--- src/rtl/boot_strap_pkg.sv ---
package boot_strap_pkg;

    localparam int MODE_W = 3;
    localparam int NSEL   = 1 << MODE_W;

    typedef enum logic [MODE_W-1:0] {
        BM_IDLE      = 3'd0,
        BM_PF_ASYNC  = 3'd1,
        BM_PF_SYNC   = 3'd2,
        BM_SPI_MSTR  = 3'd3,
        BM_SPI_SLV   = 3'd4,
        BM_PAR_HOST  = 3'd5,
        BM_RESERVED  = 3'd6,
        BM_UART_SLV  = 3'd7
    } boot_mode_e;

    typedef enum logic [1:0] {
        PH_BOOT     = 2'd1,
        PH_RELEASED = 2'd2
    } wait_phase_e;

    typedef struct packed {
        boot_mode_e mode;
        logic       pull_hi;
    } strap_cap_t;

    function automatic logic mode_is_idle(input boot_mode_e m);
        return (m == BM_IDLE) || (m == BM_RESERVED);
    endfunction

endpackage

--- src/rtl/boot_strap_latch.sv ---
module boot_strap_latch
    import boot_strap_pkg::*;
(
    input  logic              clk,
    input  logic              sample,
    input  logic [MODE_W-1:0] strap_i,
    input  logic              pad_i,
    output strap_cap_t        cap_o
);
    strap_cap_t cap_q;

    always_ff @(posedge clk) begin
        if (sample) begin
            cap_q.mode    <= boot_mode_e'(strap_i);
            cap_q.pull_hi <= pad_i;
        end
    end

    assign cap_o = cap_q;
endmodule

--- src/rtl/boot_mode_decoder.sv ---
module boot_mode_decoder
    import boot_strap_pkg::*;
(
    input  boot_mode_e       mode_i,
    output logic [NSEL-1:0]  sel_o,
    output logic             idle_o,
    output logic             rsvd_o
);
    for (genvar g = 0; g < NSEL; g++) begin : g_sel
        assign sel_o[g] = (mode_i == boot_mode_e'(g));
    end

    assign idle_o = mode_is_idle(mode_i);
    assign rsvd_o = (mode_i == BM_RESERVED);
endmodule

--- src/rtl/boot_wait_ctrl.sv ---
module boot_wait_ctrl
    import boot_strap_pkg::*;
(
    input  logic clk,
    input  logic in_reset,
    input  logic idle_i,
    input  logic pull_hi,
    input  logic rdy_req,
    input  logic boot_done,
    output logic oe_o,
    output logic do_o
);
    wait_phase_e phase_q;

    always_ff @(posedge clk) begin
        if (in_reset) begin
            phase_q <= PH_BOOT;
        end else if (phase_q == PH_BOOT && (idle_i || boot_done)) begin
            phase_q <= PH_RELEASED;
        end
    end

    assign oe_o = (phase_q == PH_BOOT) && !idle_i && !in_reset;
    assign do_o = pull_hi ^ rdy_req;
endmodule

--- src/rtl/boot_strap_ctrl.sv ---
module boot_strap_ctrl
    import boot_strap_pkg::*;
(
    input  logic        clk,
    input  logic        rst,
    input  logic        sw_rst,
    input  logic [2:0]  strap_i,
    input  logic        wait_pin_i,
    input  logic        rdy_req,
    input  logic        boot_done,
    output logic [2:0]  mode_o,
    output logic [7:0]  sel_o,
    output logic        idle_o,
    output logic        rsvd_err_o,
    output logic        wait_oe_o,
    output logic        wait_do_o
);
    logic       in_reset;
    strap_cap_t cap;

    assign in_reset = rst | sw_rst;

    boot_strap_latch u_latch (
        .clk     (clk),
        .sample  (in_reset),
        .strap_i (strap_i),
        .pad_i   (wait_pin_i),
        .cap_o   (cap)
    );

    boot_mode_decoder u_dec (
        .mode_i (cap.mode),
        .sel_o  (sel_o),
        .idle_o (idle_o),
        .rsvd_o (rsvd_err_o)
    );

    boot_wait_ctrl u_wait (
        .clk       (clk),
        .in_reset  (in_reset),
        .idle_i    (idle_o),
        .pull_hi   (cap.pull_hi),
        .rdy_req   (rdy_req),
        .boot_done (boot_done),
        .oe_o      (wait_oe_o),
        .do_o      (wait_do_o)
    );

    assign mode_o = cap.mode;
endmodule

--- config.mk ---
export PLATFORM = sky130hd
export DESIGN_NAME = boot_strap_ctrl
export DESIGN_NICKNAME = d
export VERILOG_FILES = /design/src/rtl/boot_strap_pkg.sv /design/src/rtl/boot_strap_latch.sv /design/src/rtl/boot_mode_decoder.sv /design/src/rtl/boot_wait_ctrl.sv /design/src/rtl/boot_strap_ctrl.sv
export SDC_FILE = /design/constraint.sdc
export NUM_CORES = 1
export LEC_CHECK = 0
export CAP_MARGIN = 20
export CORE_AREA = 8 8 45 47
export CTS_CLUSTER_DIAMETER = 120
export DETAILED_ROUTE_END_ITERATION = 12
export DIE_AREA = 0 0 53 55
export PLACE_DENSITY = 0.67
export SYNTH_ARGS = -nofsm -noshare
export SYNTH_HDL_FRONTEND = slang
export SYNTH_SLANG_ARGS = --single-unit
--- constraint.sdc ---
create_clock -name clk -period 2.9 [get_ports clk]
set_input_delay 0.58 -clock clk [delete_from_list [all_inputs] [get_ports clk]]
set_output_delay 0.58 -clock clk [all_outputs]
set_load 0.05 [all_outputs]
==> results of run 1 <==
## through the flow
stage	setup WS, ns	hold WS (ns)	area (um^2)
6_report	0.297	0.651	649
5_1_grt	0.177	0.686	649
4_1_cts	0.269	0.655	649
3_5_place_dp	0.339	0.640	623
3_3_place_gp	0.351	0.623	623
2_1_floorplan	0.224	0.563	399
## cells in the final DEF, fill, tap and decap left out, types with 2 or more instances in the layout
| cell | instances |
|---|---|
| clkbuf_4 | 3 |
| clkdlybuf4s50_1 | 21 |
| dfxtp_1 | 2 |
| edfxtp_1 | 4 |
| nor2_1 | 2 |
| nor3_1 | 3 |
| nor3b_1 | 4 |
| nor4b_1 | 2 |
## Yosys cell counts (all sizes together)
| cell | count |
|---|---|
| nor4b | 2 |
| nor4 | 1 |
| xnor2 | 1 |
| nor3b | 5 |
| a2111oi | 1 |
| nor4bb | 1 |
| or2 | 1 |
| buf | 3 |
| a211oi | 1 |
| nor3 | 3 |
| nor2 | 2 |
| edfxtp | 4 |
| and2 | 1 |
| xor2 | 1 |
| dfxtp | 2 |
| a211o | 1 |
| nand2 | 1 |
| inv | 2 |
## per-layer routing
metal / share of wire / routed length, um
met2: 0.53 / 487
met4: 0.0087 / 8
met3: 0.14 / 129
met5: 0 / 0
met1: 0.32 / 294
## layout make-up
class,count,area share
repair buffers,23,0.366
flip-flops and latches,6,0.247
well taps,16,0.0308
inverters,2,0.0116
clock buffers,4,0.0405
multi-input cells,22,0.304
## cell families after synthesis
logic type,synth area share
compound gates,0.110
xor+xnor,0.0909
buf+inv,0.103
flops,0.401
simple gates,0.295
## worst max-delay path, stage by stage, from the launching register on
cell and delay, ns:
edfxtp_1 0.55, xnor2_4 0.27, and2_1 0.15, clkdlybuf4s50_1 0.80
## sequential cells by signal, summed over array words and instances (netlist names)
name,count
u_latch.cap_o,4
u_wait.phase_q,2
## where the power goes
group	total [W]	internal, W	switching, W
Combinational	0.000147	0.0000586	0.0000883
Sequential	0.000116	0.000101	0.0000155
Clock	0.0000812	0.0000520	0.0000291
## final timing paths
| check | end | startpoint | cells past startpoint | slack, ns |
|---|---|---|---|---|
| setup / recovery | idle_o | u_latch.cap_o[2] | 3 | 0.30 |
| hold / removal | u_wait.phase_q[0] | u_wait.phase_q[0] | 2 | 0.65 |
| setup reg to reg | u_wait.phase_q[1] | u_latch.cap_o[2] | 2 | 1.74 |
| hold reg to reg | u_wait.phase_q[0] | u_wait.phase_q[0] | 2 | 0.65 |
==> flow_metrics.env, run 1 <==
export IMPL_gr_max_usage_layer="met2"
export IMPL_ys_ff_latch=6
export IMPL_hp_class="flip-flop to flip-flop"
export IMPL_cts_made_buffers=3
export IMPL_place_detailed_hpwl_um=770
export IMPL_viasPerCell=4.71
export IMPL_track_usage=0.0636
export IMPL_gp_congestion=0.714
export IMPL_use_met2=0.121
export IMPL_syn_nets=42
export IMPL_synth_top_area_frac=0.301
export IMPL_gr_total_overflow=0
export IMPL_grt_pass1_vias=307
export IMPL_setup_viol=0
export IMPL_fin_crit_sh=0.898
export IMPL_final_util=0.469
export IMPL_post_route_min_period_ns=2.60
export IMPL_n_fill_cell=141
export IMPL_synth_area_leaders="edfxtp_1 30%, dfxtp_1 10%, nor3b_1 7.5%, a2111oi_4 6.9%, xnor2_4 6.9%"
export IMPL_final_max_slew_viol_count=0
export IMPL_fin_skew_ns=0.00701
export IMPL_p_per_area_mw_per_mm2=531
export IMPL_post_cts_buffers=0
export IMPL_max_freq_mhz=384
export IMPL_fin_cells=73
export IMPL_drive_gt1_frac=0.175
export IMPL_diodes=0
export IMPL_cp_start_kind="flip-flop"
export IMPL_nets=67
export IMPL_slew_headroom=0.658
export IMPL_wirelength_um=919
export IMPL_clk_path_buf_depth=2
export IMPL_met1_usage=0.0491
export IMPL_clkSinkCount=6
export IMPL_grt_max_degree=10
export IMPL_num_io_pins=24
export IMPL_path_max_fanout=9
export IMPL_dpl_cell_count=69
export IMPL_power_w=0.000345
export IMPL_grt_antenna_before_repair=0
export IMPL_use_met3=0.0267
export IMPL_cp_required_ns=2.32
export IMPL_drt_pass1_iter_count=4
export IMPL_hold_viol=0
export IMPL_critical_path_arrival_ns=2.02
export IMPL_post_cts_resized=0
export IMPL_p_leak_nw=0.232
export IMPL_register_area_um2=160
export IMPL_end_kind="output port"
export IMPL_cts_clk_slew_worst_paths_ns=0.05
export IMPL_synth_seq_area_share=0.401
export IMPL_area_growth_pct=62.7
export IMPL_synth_warnings=0
export IMPL_tritoncts="built"
export IMPL_rsz0062_at_grt="no"
export IMPL_yosys_area_top_type="edfxtp_1"
export IMPL_htree_levels=1
export IMPL_cap_violations=0
export IMPL_avgSynthCellArea_um2=12.1
export IMPL_core_area_mm2=0.00138
export IMPL_multi_input_area_um2=198
export IMPL_drtAntennaViolNets=0
export IMPL_die_height_um=55
export IMPL_setup_tns_ns=0
export IMPL_clk_root_buffer_cell="clkbuf_4"
export IMPL_via_count=344
export IMPL_portBuffers=23
export IMPL_synth_cell_type_count=22
export IMPL_tightest_slew_ns=0.511
export IMPL_grt_pass1_wl_mm=1.33
export IMPL_start_util=0.288
export IMPL_crit_type="flip-flop to output port"
export IMPL_route_detailed_drc=0
export IMPL_synthCells=33
export IMPL_post_drt_wl_per_cell_um=12.6
export IMPL_max_vdd_ir_drop_mv=0.239
export IMPL_status="complete, no violations"
export IMPL_die_area_mm2=0.00292
export IMPL_hold_buffers=0
export IMPL_insertion_delay_ns=0.24
export IMPL_num_rows=14
export IMPL_initialDrtViolationCount=2
export IMPL_netlist_area_um2=399
export IMPL_fp_dieW_um=53
No activity file was read; power rests on OpenSTA's default activity.
==> inputs of run 2 (changes only) <==
PLACE_DENSITY = not set   (was 0.67)
SLEW_MARGIN = 20   (was not set)
SYNTH_HIERARCHICAL = 1   (was not set)
clock period = 3.3 ns   (was 2.9 ns; I/O delays follow)
==> run 2 against run 1 <==
Effect of this change: flip-flop and latch count is the same; sequential share of layout area grew 3.3 points; utilization shrank 5.6 points; combinational power is 24% lower; register-to-register slack better by 0.23 ns; first-iteration DRC count is 50% lower; critical endpoint is now wait_do_o; highest routed layer is now met3.
==> flow_metrics.env, run 2 <==
export IMPL_status="complete, no violations"
export IMPL_tightest_slew_ns=0.507
export IMPL_crit_type="primary input to output port"
export IMPL_m1WireLength_um=278
export IMPL_gr_total_overflow=0
export IMPL_clkSinkCount=6
export IMPL_num_rows=14
export IMPL_post_drt_wl_per_cell_um=10.7
export IMPL_synth_seq_area_share=0.489
export IMPL_crit_family="buffers and inverters"
export IMPL_wl_met3_um=137
export IMPL_synth_area_leaders="edfxtp_1 37%, dfxtp_1 12%, buf_6 6.9%, xor2_1 5.3%, nor3b_1 4.6%"
export IMPL_synth_edf_count=4
export IMPL_slew_headroom=0.661
export IMPL_htree_levels=1
export IMPL_core_area_mm2=0.00138
export IMPL_path_max_fanout=1
export IMPL_tritoncts="built"
export IMPL_post_cts_buffers=0
export IMPL_clk_root_buffer_cell="clkbuf_4"
export IMPL_area_growth_pct=74.4
export IMPL_synthCells=28
export IMPL_hold_buffers=0
export IMPL_hp_class="flip-flop to flip-flop"
export IMPL_fin_skew_ns=0.0108
export IMPL_dp_slack_ns=0.557
export IMPL_path_buf_inv=2
export IMPL_grt_antenna_before_repair=0
export IMPL_place_detailed_hpwl_um=601
export IMPL_critPathSlowestCell="clkdlybuf4s50_1"
export IMPL_nets=62
export IMPL_ys_ff_latch=6
export IMPL_cp_start_kind="primary input"
export IMPL_cap_violations=0
export IMPL_drt_pass1_iter_count=3
export IMPL_final_common_cell="clkdlybuf4s50_1"
export IMPL_max_vdd_ir_drop_mv=0.200
export IMPL_cp_required_ns=2.64
export IMPL_fin_ws_ns=0.564
export IMPL_largest_reg_flops=4
export IMPL_max_freq_mhz=365
export IMPL_post_route_min_period_ns=2.74
export IMPL_netlist_area_um2=328
export IMPL_met2_length_um=312
export IMPL_async_flop_share=0
export IMPL_drtAntennaViolNets=0
export IMPL_final_max_slew_viol_count=0
export IMPL_grt_pass1_vias=250
export IMPL_synth_warnings=6
export IMPL_wirelength_um=727
export IMPL_critical_path_arrival_ns=2.08
export IMPL_track_usage=0.0461
export IMPL_max_stage_delay_ns=0.81
export IMPL_die_height_um=55
export IMPL_synth_most_common_cell="edfxtp_1"
export IMPL_syn_nets=37
export IMPL_post_cts_resized=0
export IMPL_portBuffers=23
export IMPL_rsz0062_at_grt="no"
export IMPL_end_kind="output port"
export IMPL_top_layer_used="met3"
export IMPL_setup_viol=0
export IMPL_avgSynthCellArea_um2=11.7
export IMPL_gp_congestion=0.700
export IMPL_clk_path_buf_depth=2
export IMPL_num_io_pins=24
export IMPL_synth_cell_type_count=20
export IMPL_start_util=0.237
export IMPL_hold_viol=0
export IMPL_path_common_cell="clkdlybuf4s50_1"
export IMPL_grt_pass1_wl_um=959
export IMPL_cts_clk_slew_worst_paths_ns=0.04
export IMPL_initialDrtViolationCount=1
export IMPL_synth_flop_cell="edfxtp_1"
export IMPL_layout_common_cells="22 x clkdlybuf4s50_1, 4 x edfxtp_1, 3 x clkbuf_4"
export IMPL_p_per_area_mw_per_mm2=489
export IMPL_cp_cell_sequence="clkdlybuf4s50_1 > xor2_1 > clkdlybuf4s50_1"
export IMPL_yosys_area_top_type="edfxtp_1"
export IMPL_route_detailed_drc=0
export IMPL_viasPerCell=4.09
export IMPL_diodes=0
export IMPL_p_leak_nw=0.217
export IMPL_synth_top_area_frac=0.366
export IMPL_insertion_delay_ns=0.24
export IMPL_die_area_mm2=0.00292
export IMPL_cts_made_buffers=3
export IMPL_fp_dieW_um=53
export IMPL_grt_max_degree=11
export IMPL_drive_gt1_frac=0.154
export IMPL_via_count=278
export IMPL_fin_crit_sh=0.829
export IMPL_setup_tns_ns=0
-- run 2: cell families after synthesis --
family,Yosys count,synth area share
AOI/OAI and AO/OA,4,0.0763
buffers and inverters,4,0.103
DFF,6,0.489
and+or+nand+nor,12,0.279
xor gates and xnor gates,2,0.0534
-- run 2: cell type report --
cell class,count,area [um^2]
Fill cell,147,812
Timing Repair Buffer,23,228
Multi-Input combinational cell,18,134
Clock buffer,4,26.3
Sequential cell,6,160
Inverter,1,3.75
Tap cell,16,20.0
-- run 2: through the flow --
| stage | util | hold slack (ns) | cells | power, W | area (um^2) |
|---|---|---|---|---|---|
| floorplan | - | 0.434 | 28 | 0.000174 | 328 |
| global placement | 0.394 | 0.452 | 64 | 0.000210 | 546 |
| detailed placement | 0.394 | 0.466 | 64 | 0.000210 | 546 |
| CTS | 0.413 | 0.476 | 68 | 0.000284 | 572 |
| global route | 0.413 | 0.495 | 68 | 0.000295 | 572 |
| finish | 0.413 | 0.471 | 68 | 0.000280 | 572 |
-- run 2: final timing paths --
path / from / slack, ns / depth (start not counted) / to
max reg2reg: u_latch/cap_o[3] / 1.97 / 4 / u_wait/phase_q[0]
min: u_wait/phase_q[0] / 0.47 / 1 / u_wait/phase_q[0]
min reg2reg: u_wait/phase_q[0] / 0.47 / 1 / u_wait/phase_q[0]
max: rdy_req / 0.56 / 3 / wait_do_o
-- run 2: power breakdown --
group	switching [W]	internal, W	total (W)
clock	0.0000262	0.0000458	0.0000719
combinational	0.0000690	0.0000416	0.000111
sequential	0.00000955	0.0000875	0.0000971
-- run 2: routing by layer --
| metal | up-vias | GRT usage |
|---|---|---|
| li1 | 145 | - |
| met1 | 116 | 0.0430 |
| met2 | 17 | 0.0664 |
| met3 | 0 | 0.0267 |
| met4 | 0 | 0.0517 |
| met5 | - | 0 |
